### src/rtl/dma_stat_pkg.sv
package dma_stat_pkg;
    localparam int STAT_W  = 8;
    localparam int CAUSE_W = 4;
    localparam int RADDR_W = 2;

    localparam int B_DONE   = 0;
    localparam int B_REMOTE = 1;
    localparam int B_FETCH  = 2;
    localparam int B_CAUSE0 = 3;
    localparam int B_XTMO   = 7;

    localparam logic [RADDR_W-1:0] A_STATUS = 2'd0;
    localparam logic [RADDR_W-1:0] A_COUNT  = 2'd1;

    typedef enum logic [0:0] {
        RD_IDLE  = 1'b0,
        RD_DRIVE = 1'b1
    } rd_state_t;
endpackage

### src/rtl/dma_stat_flags.sv
module dma_stat_flags
    import dma_stat_pkg::*;
(
    input  logic               clk,
    input  logic               rst_n,
    input  logic               clr,
    input  logic               ev_finish,
    input  logic               ev_remote_err,
    input  logic               ev_fetch_err,
    input  logic [CAUSE_W-1:0] fetch_cause,
    input  logic               ev_xfer_tmo,
    output logic [STAT_W-1:0]  status
);
    logic [STAT_W-1:0] set_vec;

    always_comb begin
        set_vec           = '0;
        set_vec[B_DONE]   = ev_finish;
        set_vec[B_REMOTE] = ev_remote_err;
        set_vec[B_FETCH]  = ev_fetch_err;
        set_vec[B_XTMO]   = ev_xfer_tmo;
        for (int i = 0; i < CAUSE_W; i++) begin
            set_vec[B_CAUSE0+i] = ev_fetch_err & fetch_cause[i];
        end
    end

    genvar g;
    generate
        for (g = 0; g < STAT_W; g++) begin : g_bit
            always_ff @(posedge clk or negedge rst_n) begin
                if (!rst_n)          status[g] <= 1'b0;
                else if (clr)        status[g] <= 1'b0;
                else if (set_vec[g]) status[g] <= 1'b1;
            end
        end
    endgenerate

    a_r8_sticky: assert property (@(posedge clk) disable iff (!rst_n)
        !clr |=> ((status & $past(status)) == $past(status)));
    a_r3_clear_wins: assert property (@(posedge clk) disable iff (!rst_n)
        clr |=> (status == '0));
    a_r6_cause_needs_fetch: assert property (@(posedge clk) disable iff (!rst_n)
        (!clr && !ev_fetch_err && !status[B_FETCH]) |=> !status[B_FETCH]);
endmodule

### src/rtl/dma_stat_irqcnt.sv
module dma_stat_irqcnt #(
    parameter int CNT_W = 4
) (
    input  logic             clk,
    input  logic             rst_n,
    input  logic             clr,
    input  logic             inc,
    output logic [CNT_W-1:0] count
);
    localparam logic [CNT_W-1:0] CNT_MAX = {CNT_W{1'b1}};
    localparam logic [CNT_W-1:0] CNT_ONE = {{(CNT_W-1){1'b0}}, 1'b1};

    always_ff @(posedge clk or negedge rst_n) begin
        if (!rst_n)   count <= '0;
        else if (clr) count <= '0;
        else if (inc) count <= count + CNT_ONE;
    end

    a_r1_step: assert property (@(posedge clk) disable iff (!rst_n)
        (!clr && inc) |=> (count == $past(count) + CNT_ONE));
    a_r1_hold: assert property (@(posedge clk) disable iff (!rst_n)
        (!clr && !inc) |=> $stable(count));
    a_r2_wrap: assert property (@(posedge clk) disable iff (!rst_n)
        (!clr && inc && count == CNT_MAX) |=> (count == '0));
    a_r3_cnt_clear: assert property (@(posedge clk) disable iff (!rst_n)
        clr |=> (count == '0));
endmodule

### src/rtl/dma_stat_rdport.sv
module dma_stat_rdport
    import dma_stat_pkg::*;
#(
    parameter int CNT_W = 4
) (
    input  logic               clk,
    input  logic               rst_n,
    input  logic               rd_en,
    input  logic [RADDR_W-1:0] rd_addr,
    input  logic [STAT_W-1:0]  status,
    input  logic [CNT_W-1:0]   count,
    output logic [STAT_W-1:0]  rd_data,
    output logic               rd_valid
);
    rd_state_t         state_q, state_d;
    logic [STAT_W-1:0] sel, cap_q;

    always_comb begin
        unique case (rd_addr)
            A_STATUS: sel = status;
            A_COUNT:  sel = {{(STAT_W-CNT_W){1'b0}}, count};
            default:  sel = '0;
        endcase
    end

    always_comb begin
        unique case (state_q)
            RD_IDLE:  state_d = rd_en ? RD_DRIVE : RD_IDLE;
            RD_DRIVE: state_d = rd_en ? RD_DRIVE : RD_IDLE;
            default:  state_d = RD_IDLE;
        endcase
    end

    always_ff @(posedge clk or negedge rst_n) begin
        if (!rst_n) begin
            state_q <= RD_IDLE;
            cap_q   <= '0;
        end else begin
            state_q <= state_d;
            if (rd_en) cap_q <= sel;
        end
    end

    always_comb begin
        unique case (state_q)
            RD_DRIVE: begin rd_valid = 1'b1; rd_data = cap_q; end
            default:  begin rd_valid = 1'b0; rd_data = '0;    end
        endcase
    end

    a_r9_valid_follows: assert property (@(posedge clk) disable iff (!rst_n)
        rd_en |=> rd_valid);
    a_r9_no_stray: assert property (@(posedge clk) disable iff (!rst_n)
        !rd_en |=> !rd_valid);
    a_r9_zero_idle: assert property (@(posedge clk) disable iff (!rst_n)
        !rd_valid |-> (rd_data == '0));
endmodule

### src/rtl/dma_stat_top.sv
module dma_stat_top
    import dma_stat_pkg::*;
(
    input  logic               clk,
    input  logic               rst_n,
    input  logic               dma_start,
    input  logic               ev_finish,
    input  logic               ev_remote_err,
    input  logic               ev_fetch_err,
    input  logic [CAUSE_W-1:0] fetch_cause,
    input  logic               ev_xfer_tmo,
    input  logic               ev_irq,
    input  logic               rd_en,
    input  logic [RADDR_W-1:0] rd_addr,
    output logic [STAT_W-1:0]  rd_data,
    output logic               rd_valid
);
    localparam int CNT_W = 4;

    logic [STAT_W-1:0] status;
    logic [CNT_W-1:0]  count;

    dma_stat_flags u_flags (
        .clk(clk), .rst_n(rst_n), .clr(dma_start),
        .ev_finish(ev_finish), .ev_remote_err(ev_remote_err),
        .ev_fetch_err(ev_fetch_err), .fetch_cause(fetch_cause),
        .ev_xfer_tmo(ev_xfer_tmo), .status(status)
    );

    dma_stat_irqcnt #(.CNT_W(CNT_W)) u_cnt (
        .clk(clk), .rst_n(rst_n), .clr(dma_start), .inc(ev_irq), .count(count)
    );

    dma_stat_rdport #(.CNT_W(CNT_W)) u_rd (
        .clk(clk), .rst_n(rst_n), .rd_en(rd_en), .rd_addr(rd_addr),
        .status(status), .count(count), .rd_data(rd_data), .rd_valid(rd_valid)
    );
endmodule

### config.mk
export PLATFORM = sky130hd
export DESIGN_NAME = dma_stat_top
export DESIGN_NICKNAME = d
export VERILOG_FILES = /design/src/rtl/dma_stat_pkg.sv /design/src/rtl/dma_stat_flags.sv /design/src/rtl/dma_stat_irqcnt.sv /design/src/rtl/dma_stat_rdport.sv /design/src/rtl/dma_stat_top.sv
export SDC_FILE = /design/constraint.sdc
export NUM_CORES = 1
export LEC_CHECK = 0
export BUFFER_PORTS_ARGS = -buffer_cell sky130_fd_sc_hd__buf_2
export CAP_MARGIN = 20
export CORE_MARGIN = 3
export CORE_UTILIZATION = 49
export DETAILED_ROUTE_END_ITERATION = 16
export MAX_ROUTING_LAYER = met4
export PLACE_DENSITY = 0.8
export SKIP_CTS_REPAIR_TIMING = 1
export SYNTH_ARGS = -nofsm -noshare
export SYNTH_HDL_FRONTEND = slang
export SYNTH_SLANG_ARGS = --single-unit
### constraint.sdc
create_clock -name clk -period 1.4 [get_ports clk]
set_input_delay 0.14 -clock clk [delete_from_list [all_inputs] [get_ports clk]]
set_output_delay 0.14 -clock clk [all_outputs]
set_load 0.03 [all_outputs]
-- Word-level counts from Yosys, hierarchy flattened
Index checks and enable logic that the tools add are counted.
- equal/unequal tests: 1
- bitwise operators: 4
- reductions and logical operators: 10
- $add $sub $neg: 1
- multiplexer cells: 22
- operator list (cell ; count):
    1-bit two-way mux ; 18
    2-bit nonzero test ; 9
    8-bit one-hot mux with 2 select lines ; 1
    4-bit two-way mux ; 2
    8-bit two-way mux ; 1
    4-bit by 1-bit adder with 4-bit output, second input constant ; 1
    1-bit bitwise AND ; 4
    2-bit by 1-bit equality test with 1-bit output, second input constant ; 1
    2-bit zero test ; 1
- word-level logic and storage cells: 49
- bits of input ports: 15
- output and inout port bits: 9
- bits in registers: 21

-- Depth between registers and ports, before layout
Gate-level depths: netlist (run 1).
- depth in word-level cells: 3
- depth in mapped cells: 3
- mapped depth without buffers: 3

-- Cells and area by module
From an unflattened synthesis (run 1), not the netlist that was laid out.
- cells, all modules: 86
- area total of the unflattened synthesis: 929.6 µm²
- modules (own cells, without submodules) (module ; cells an instance ; seq. area each (µm²) ; area an instance (µm²) ; instances):
    dma_stat_rdport ; 45 ; 225.2 ; 466.7 ; 1
    dma_stat_flags ; 25 ; 200.2 ; 270.3 ; 1
    dma_stat_irqcnt ; 16 ; 100.1 ; 192.7 ; 1

-- Worst setup path after synthesis (run 1)
No wires, ideal clock.
- kind: flip-flop to output port
- start: reg u_rd.state_q
- end: out rd_data[0]
- path buffers: 0
- arrival time: 0.905 ns
- cell stages (with the launch flop): 2
- path slack: 0.355 ns
- required time: 1.260 ns
- path through: dfrtp_1 -> and2_1
- longest elaborated chain between the ends: 1
- RTL lines (element ; RTL line ; text):
    from (decl) ; dma_stat_rdport.sv:15 ; rd_state_t state_q, state_d;
    from (signal assigned) ; dma_stat_rdport.sv:39 ; state_q <= state_d;
    8-bit two-way mux ; dma_stat_rdport.sv:45 ; unique case (state_q)
    to (decl) ; dma_stat_top.sv:15 ; output logic [STAT_W-1:0] rd_data,
Every way passes these cells.

-- Final worst setup path (run 1)
Ends and elaborated chain as after synthesis.

==> results of run 1 <==
[stage by stage]
| stage | instance area (µm²) | util [%] | std cells | setup WS (ps) | power, mW |
|---|---|---|---|---|---|
| detailed placement | 1030 | 63.7 | 130 | 386 | 0.811 |
| floorplan | 895 | - | 86 | 355 | 0.753 |
| CTS | 1050 | 65.3 | 134 | 174 | 1.08 |
| global route | 1060 | 65.9 | 135 | 115 | 1.15 |
| global placement | 1030 | 63.7 | 130 | 415 | 0.805 |
| finish | 1060 | 65.9 | 135 | 196 | 1.08 |
[worst min path at each step]
| stage | endpoint | slack, ps | cells after the start |
|---|---|---|---|
| 6_report | u_flags.status[1]$_DFFE_PN0P_ | 60 | 3 |
| 5_1_grt | u_flags.status[1]$_DFFE_PN0P_ | 50 | 3 |
| 4_1_cts | u_cnt.count[1]$_DFFE_PN0P_ | -210 | 1 |
| 3_5_place_dp | u_flags.status[6]$_DFFE_PN0P_ | 110 | 1 |
| 3_3_place_gp | u_flags.status[6]$_DFFE_PN0P_ | 110 | 1 |
| 2_1_floorplan | u_cnt.count[0]$_DFFE_PN0P_ | -160 | 0 |
[metal layers]
layer | share of wire, % | GRT usage [%] | up-vias
met2 | 45 | 20.6 | 17
li1 | - | - | 334
met1 | 49 | 19.2 | 278
met4 | 0.94 | 4.27 | 0
met5 | 0 | - | -
met3 | 5.0 | 4.29 | 2
[cell type report]
class,count,area share [%]
Multi-Input combinational cell,54,30.6
Clock buffer,4,2.47
Inverter,8,2.83
Sequential cell,21,49.5
Timing Repair Buffer,24,11.8
Tap cell,24,2.83
[logic make-up after synthesis]
| kind of cell | synth area share (%) |
|---|---|
| and+or+nand+nor | 17.2 |
| DFF | 58.7 |
| AOI/OAI and AO/OA | 9.51 |
| buffers and inverters | 4.89 |
| muxes | 7.27 |
| xor gates and xnor gates | 0.979 |
| adders and majority gates | 1.40 |
[cell usage in the layout, fill, tap and decap left out]
master / count
a21bo_2: 1
a21oi_1: 5
and2_1: 8
buf_2: 23
clkbuf_1: 1
clkbuf_4: 3
dfrtp_1: 21
dlygate4sd3_1: 1
ha_1: 1
inv_1: 8
mux2_4: 1
mux2i_1: 5
nand2_1: 4
nand2b_1: 1
nand3b_1: 1
nand4_1: 1
nor2_1: 15
nor2b_1: 1
o22ai_1: 8
or2_1: 1
xnor2_1: 1
[Yosys cell counts, types with 2 or more instances]
cell type / count
dfrtp_1: 21
nor2_1: 15
and2_1: 8
inv_1: 8
o22ai_1: 8
a21oi_1: 5
mux2i_1: 5
nand2_1: 4
buf_2: 2
[state kept, by name, indices dropped and copies added, names as in the netlist]
signal and count:
u_cnt.count 4, u_rd.cap_q 8, u_flags.status 8, u_rd.state_q 1
[critical path: cells and delay by family (launching register included)]
kind | cells | cell delay, ps
buffers and inverters | 1 | 170
AND/OR/NAND/NOR | 1 | 150
flip-flops | 1 | 450
[power by group]
group          switching (mW)  internal (mW)  leakage, nW
Combinational          0.0799         0.0569        0.250
Sequential             0.0234          0.640        0.278
Clock                   0.167          0.111       0.0150
==> results.cfg, run 1 <==
[sta]
tightest_slew_ps = 444
holdWs_ps = 59.1
grt_setup_unrepaired = no
fin_crit_ps = 1200
fmax_mhz = 830
finalSetupViolCount = 0
fin_tns_setup_ps = 0
maxSlewViolCount = 0
skew_ps = 4.24
hold_violations = 0
finalCritPeriodShare_pct = 86.0
relSlewSlack_pct = 70.4

[cts]
worstSkewPairLatency_ps = 290
cts_made_buffers = 3
cts.path.max_buffers = 2
clkTransAtPathRegs_ps = 110
cts_tree = built
cts_root_buf = clkbuf_4
cts_sinks = 21
cts_max_level = 1

[worst_setup_path]
worst-path-max-fanout = 9
rr_startpoint = u_cnt.count[0]$_DFFE_PN0P_
cp-start-kind = flip-flop
r2r_end = u_cnt.count[2]$_DFFE_PN0P_
startpoint = u_rd.state_q$_DFF_PN0_
cp_data_required_time_ps = 1260
crit_chain = and2_1 -> buf_2
slowest_delay_ps = 450
worst-setup-path-type = flip-flop to primary output
r2r_slack_ps = 370
reg2reg_depth = 3
endpoint_kind = primary output
cp_slowest_cell = dfrtp_1
worstPathArrival_ps = 1060
endpoint = rd_data[0]

[finish]
layout-drive-gt1-share_pct = 25.2
multi_input_area_um2 = 325
fin_nets = 128
seq_area_um2 = 526
fillerInstances = 148
syn_to_final_growth_pct = 18.7
diodes = 0

[logic_synthesis]
ys_seq_area_share_pct = 58.7
ys.flop_type = dfrtp_1
synth_cell_types = 19
postSynthAreaPerCell_um2 = 10.4
ys_ff_latch = 21
yosysWarningCount = 0
synthesis.nets = 102
netlist_top_cells_area = dfrtp_1 59%, nor2_1 6.3%, and2_1 5.6%
yosys.area.top_type = dfrtp_1
yosys.area.top_type_share_pct = 58.7
synth_edf_count = 0
synthCells = 86
async_flop_share_pct = 100
syn_area_um2 = 895

[placement]
hpwl_mm = 1.14
globalplace.congestion = 0.743
portBuffers = 23

[floorplan]
die_w_um = 48.7
die_height_um = 48.7
fp.coreArea_um2 = 1610
ios = 24
initial_core_util_pct = 55.5
die_area_um2 = 2370
rows = 14

[global_routing]
grt_pass1_wl_mm = 2.59
track_usage_pct = 14.2
antenna_found_initial = 0
grt_max_degree = 22
grt_pass1_vias = 587
grt-ovfl-total = 0

[pwr]
vdd_ir_drop_max_mv = 0.835
leakage_nw = 0.543
power.density_nw_per_um2 = 1010

[routing]
drc = 0
finalWirelength_mm = 1.49
drt_iter0_drc = 11
dr.pass1.iters = 4
vias = 631
detail-route-antenna-nets = 0
vias_per_cell = 4.67
wl_per_cell_um = 11.1

[status]
outcome = finished, final reports clean

[flow_run]
cap_violations = 0

[hold_path]
hp-class = input pin to flip-flop
hp-start = ev_remote_err
(Power assumes the default switching activity.)
==> run 2: changes to the inputs <==
GPL_TIMING_DRIVEN = 0   (was default)
==> run 2 against run 1 <==
Utilization rose by 1.2 points; cell count increased by 2.2%; fmax is 0.21% lower; critical endpoint is now rd_data[5]; setup slack got worse by 2.5 ps; wire length rose by 17%; global-route usage increased by 1.9 points; combinational power is 6% higher; worst hold slack worse by 16 ps; sequential power hardly changed; register-to-register slack worse by 60 ps; clock-buffer cell count unchanged.
==> results.cfg, run 2 (synthesis gave the netlist of run 1 again) <==
[sta]
fin_crit_ps = 1210
maxSlewViolCount = 0
finalSetupViolCount = 0
hold_violations = 0
fin_tns_setup_ps = 0
skew_ps = 11.1
setup_slack_ps = 193
relSlewSlack_pct = 70.7
grt_setup_unrepaired = no
fmax_mhz = 829
holdWs_ps = 43.5
tightest_slew_ps = 440
finalCritPeriodShare_pct = 86.2

[pwr]
power.density_nw_per_um2 = 1010
vdd_ir_drop_max_mv = 0.781
sw_frac_of_total_pct = 25.4
power_frac_clock_pct = 25.7
p_seq_share_pct = 61.0
p_sw_mw = 0.277
p_int_mw = 0.812
power_frac_comb_pct = 13.3
leakage_nw = 0.552

[worst_setup_path]
cp_data_required_time_ps = 1260
r2r_slack_ps = 310
crit_chain = and2_1 -> buf_2
slowest_delay_ps = 450
worstPathArrival_ps = 1070
cp_slowest_cell = dfrtp_1
reg2reg_depth = 3
cp-start-kind = flip-flop
worst-path-max-fanout = 9
endpoint_kind = primary output
worst-setup-path-type = flip-flop to primary output

[finish]
final_cell_mix = 24 x buf_2, 21 x dfrtp_1, 15 x nor2_1
final_cells = 138
layout_commonest_cell = buf_2
fin_nets = 131
layout-drive-gt1-share_pct = 25.4
diodes = 0
reg_top3 = u_flags.status (8), u_rd.cap_q (8), u_cnt.count (4)
syn_to_final_growth_pct = 20.8
fillerInstances = 148

[hold_path]
hp-class = input pin to flip-flop
hold_depth = 2

[global_routing]
grt_pass1_wl_mm = 2.87
grt_pass1_vias = 676
track_usage_pct = 16.0
antenna_found_initial = 0
grt-ovfl-total = 0
grt_max_degree = 22

[floorplan]
rows = 14
fp.coreArea_um2 = 1610
die_area_um2 = 2370
initial_core_util_pct = 55.5
ios = 24
die_height_um = 48.7
die_w_um = 48.7

[flow_run]
cap_violations = 0

[routing]
vias_per_cell = 4.83
wl_per_cell_um = 12.7
drt_iter0_drc = 12
detail-route-antenna-nets = 0
drc = 0
finalWirelength_mm = 1.75
dr.pass1.iters = 4
vias = 666

[placement]
dp_cells = 132
post-place-ws_ps = 324
portBuffers = 22
globalplace.congestion = 0.743

[cts]
cts_made_buffers = 3
cts_root_buf = clkbuf_4
worstSkewPairLatency_ps = 300
cts_max_level = 1
cts_tree = built
cts.path.max_buffers = 2
clkTransAtPathRegs_ps = 100
cts_sinks = 21

[status]
outcome = finished, final reports clean
run 2: path summary, 6_finish.rpt:
check | to | start
max | rd_data[5] | u_rd.state_q$_DFF_PN0_
min | u_cnt.count[2]$_DFFE_PN0P_ | dma_start
max reg2reg | u_cnt.count[1]$_DFFE_PN0P_ | u_cnt.count[0]$_DFFE_PN0P_
min reg2reg | u_flags.status[0]$_DFFE_PN0P_ | u_flags.status[0]$_DFFE_PN0P_
max in group asynchronous | u_cnt.count[3]$_DFFE_PN0P_ | rst_n
min in group asynchronous | u_flags.status[6]$_DFFE_PN0P_ | rst_n
run 2: area by class of cell:
type                            count  area [µm²]  share of cell area (%)
Sequential cell                    21         526                    48.6
Multi-Input combinational cell     54         325                    30.1
Tap cell                           24        30.0                    2.78
Inverter                            8        30.0                    2.78
Clock buffer                        4        26.3                    2.43
Buffer                              3        13.8                    1.27
Timing Repair Buffer               24         130                    12.0
run 2: per-layer routing:
| layer | GRT usage (%) | vias up | wire length, µm |
|---|---|---|---|
| li1 | - | 338 | - |
| met1 | 18.3 | 313 | 741 |
| met2 | 27.4 | 13 | 925 |
| met3 | 2.15 | 2 | 65 |
| met4 | 8.53 | 0 | 14 |
| met5 | - | - | 0 |
run 2: power by group through the flow:
| stage | combinational (mW) | clock, mW | sequential [mW] |
|---|---|---|---|
| 2_1_floorplan | 0.0817 | 0 | 0.672 |
| 3_3_place_gp | 0.134 | 0 | 0.673 |
| 3_5_place_dp | 0.142 | 0 | 0.676 |
| 4_1_cts | 0.142 | 0.290 | 0.664 |
| 5_1_grt | 0.161 | 0.313 | 0.669 |
| 6_report | 0.145 | 0.279 | 0.664 |
run 2: per-stage QoR:
| step | area [µm²] | power, mW | util, % |
|---|---|---|---|
| floorplan | 895 | 0.753 | - |
| CTS | 1060 | 1.10 | 65.8 |
| finish | 1080 | 1.09 | 67.1 |
| global route | 1080 | 1.14 | 67.1 |
| detailed placement | 1030 | 0.817 | 64.2 |
| global placement | 1030 | 0.808 | 64.2 |
run 2: worst max-delay path: cells and delay by family (launching register included):
| kind | cells | cell delay, ps |
|---|---|---|
| simple gates | 1 | 150 |
| flops | 1 | 450 |
| buf+inv | 1 | 190 |
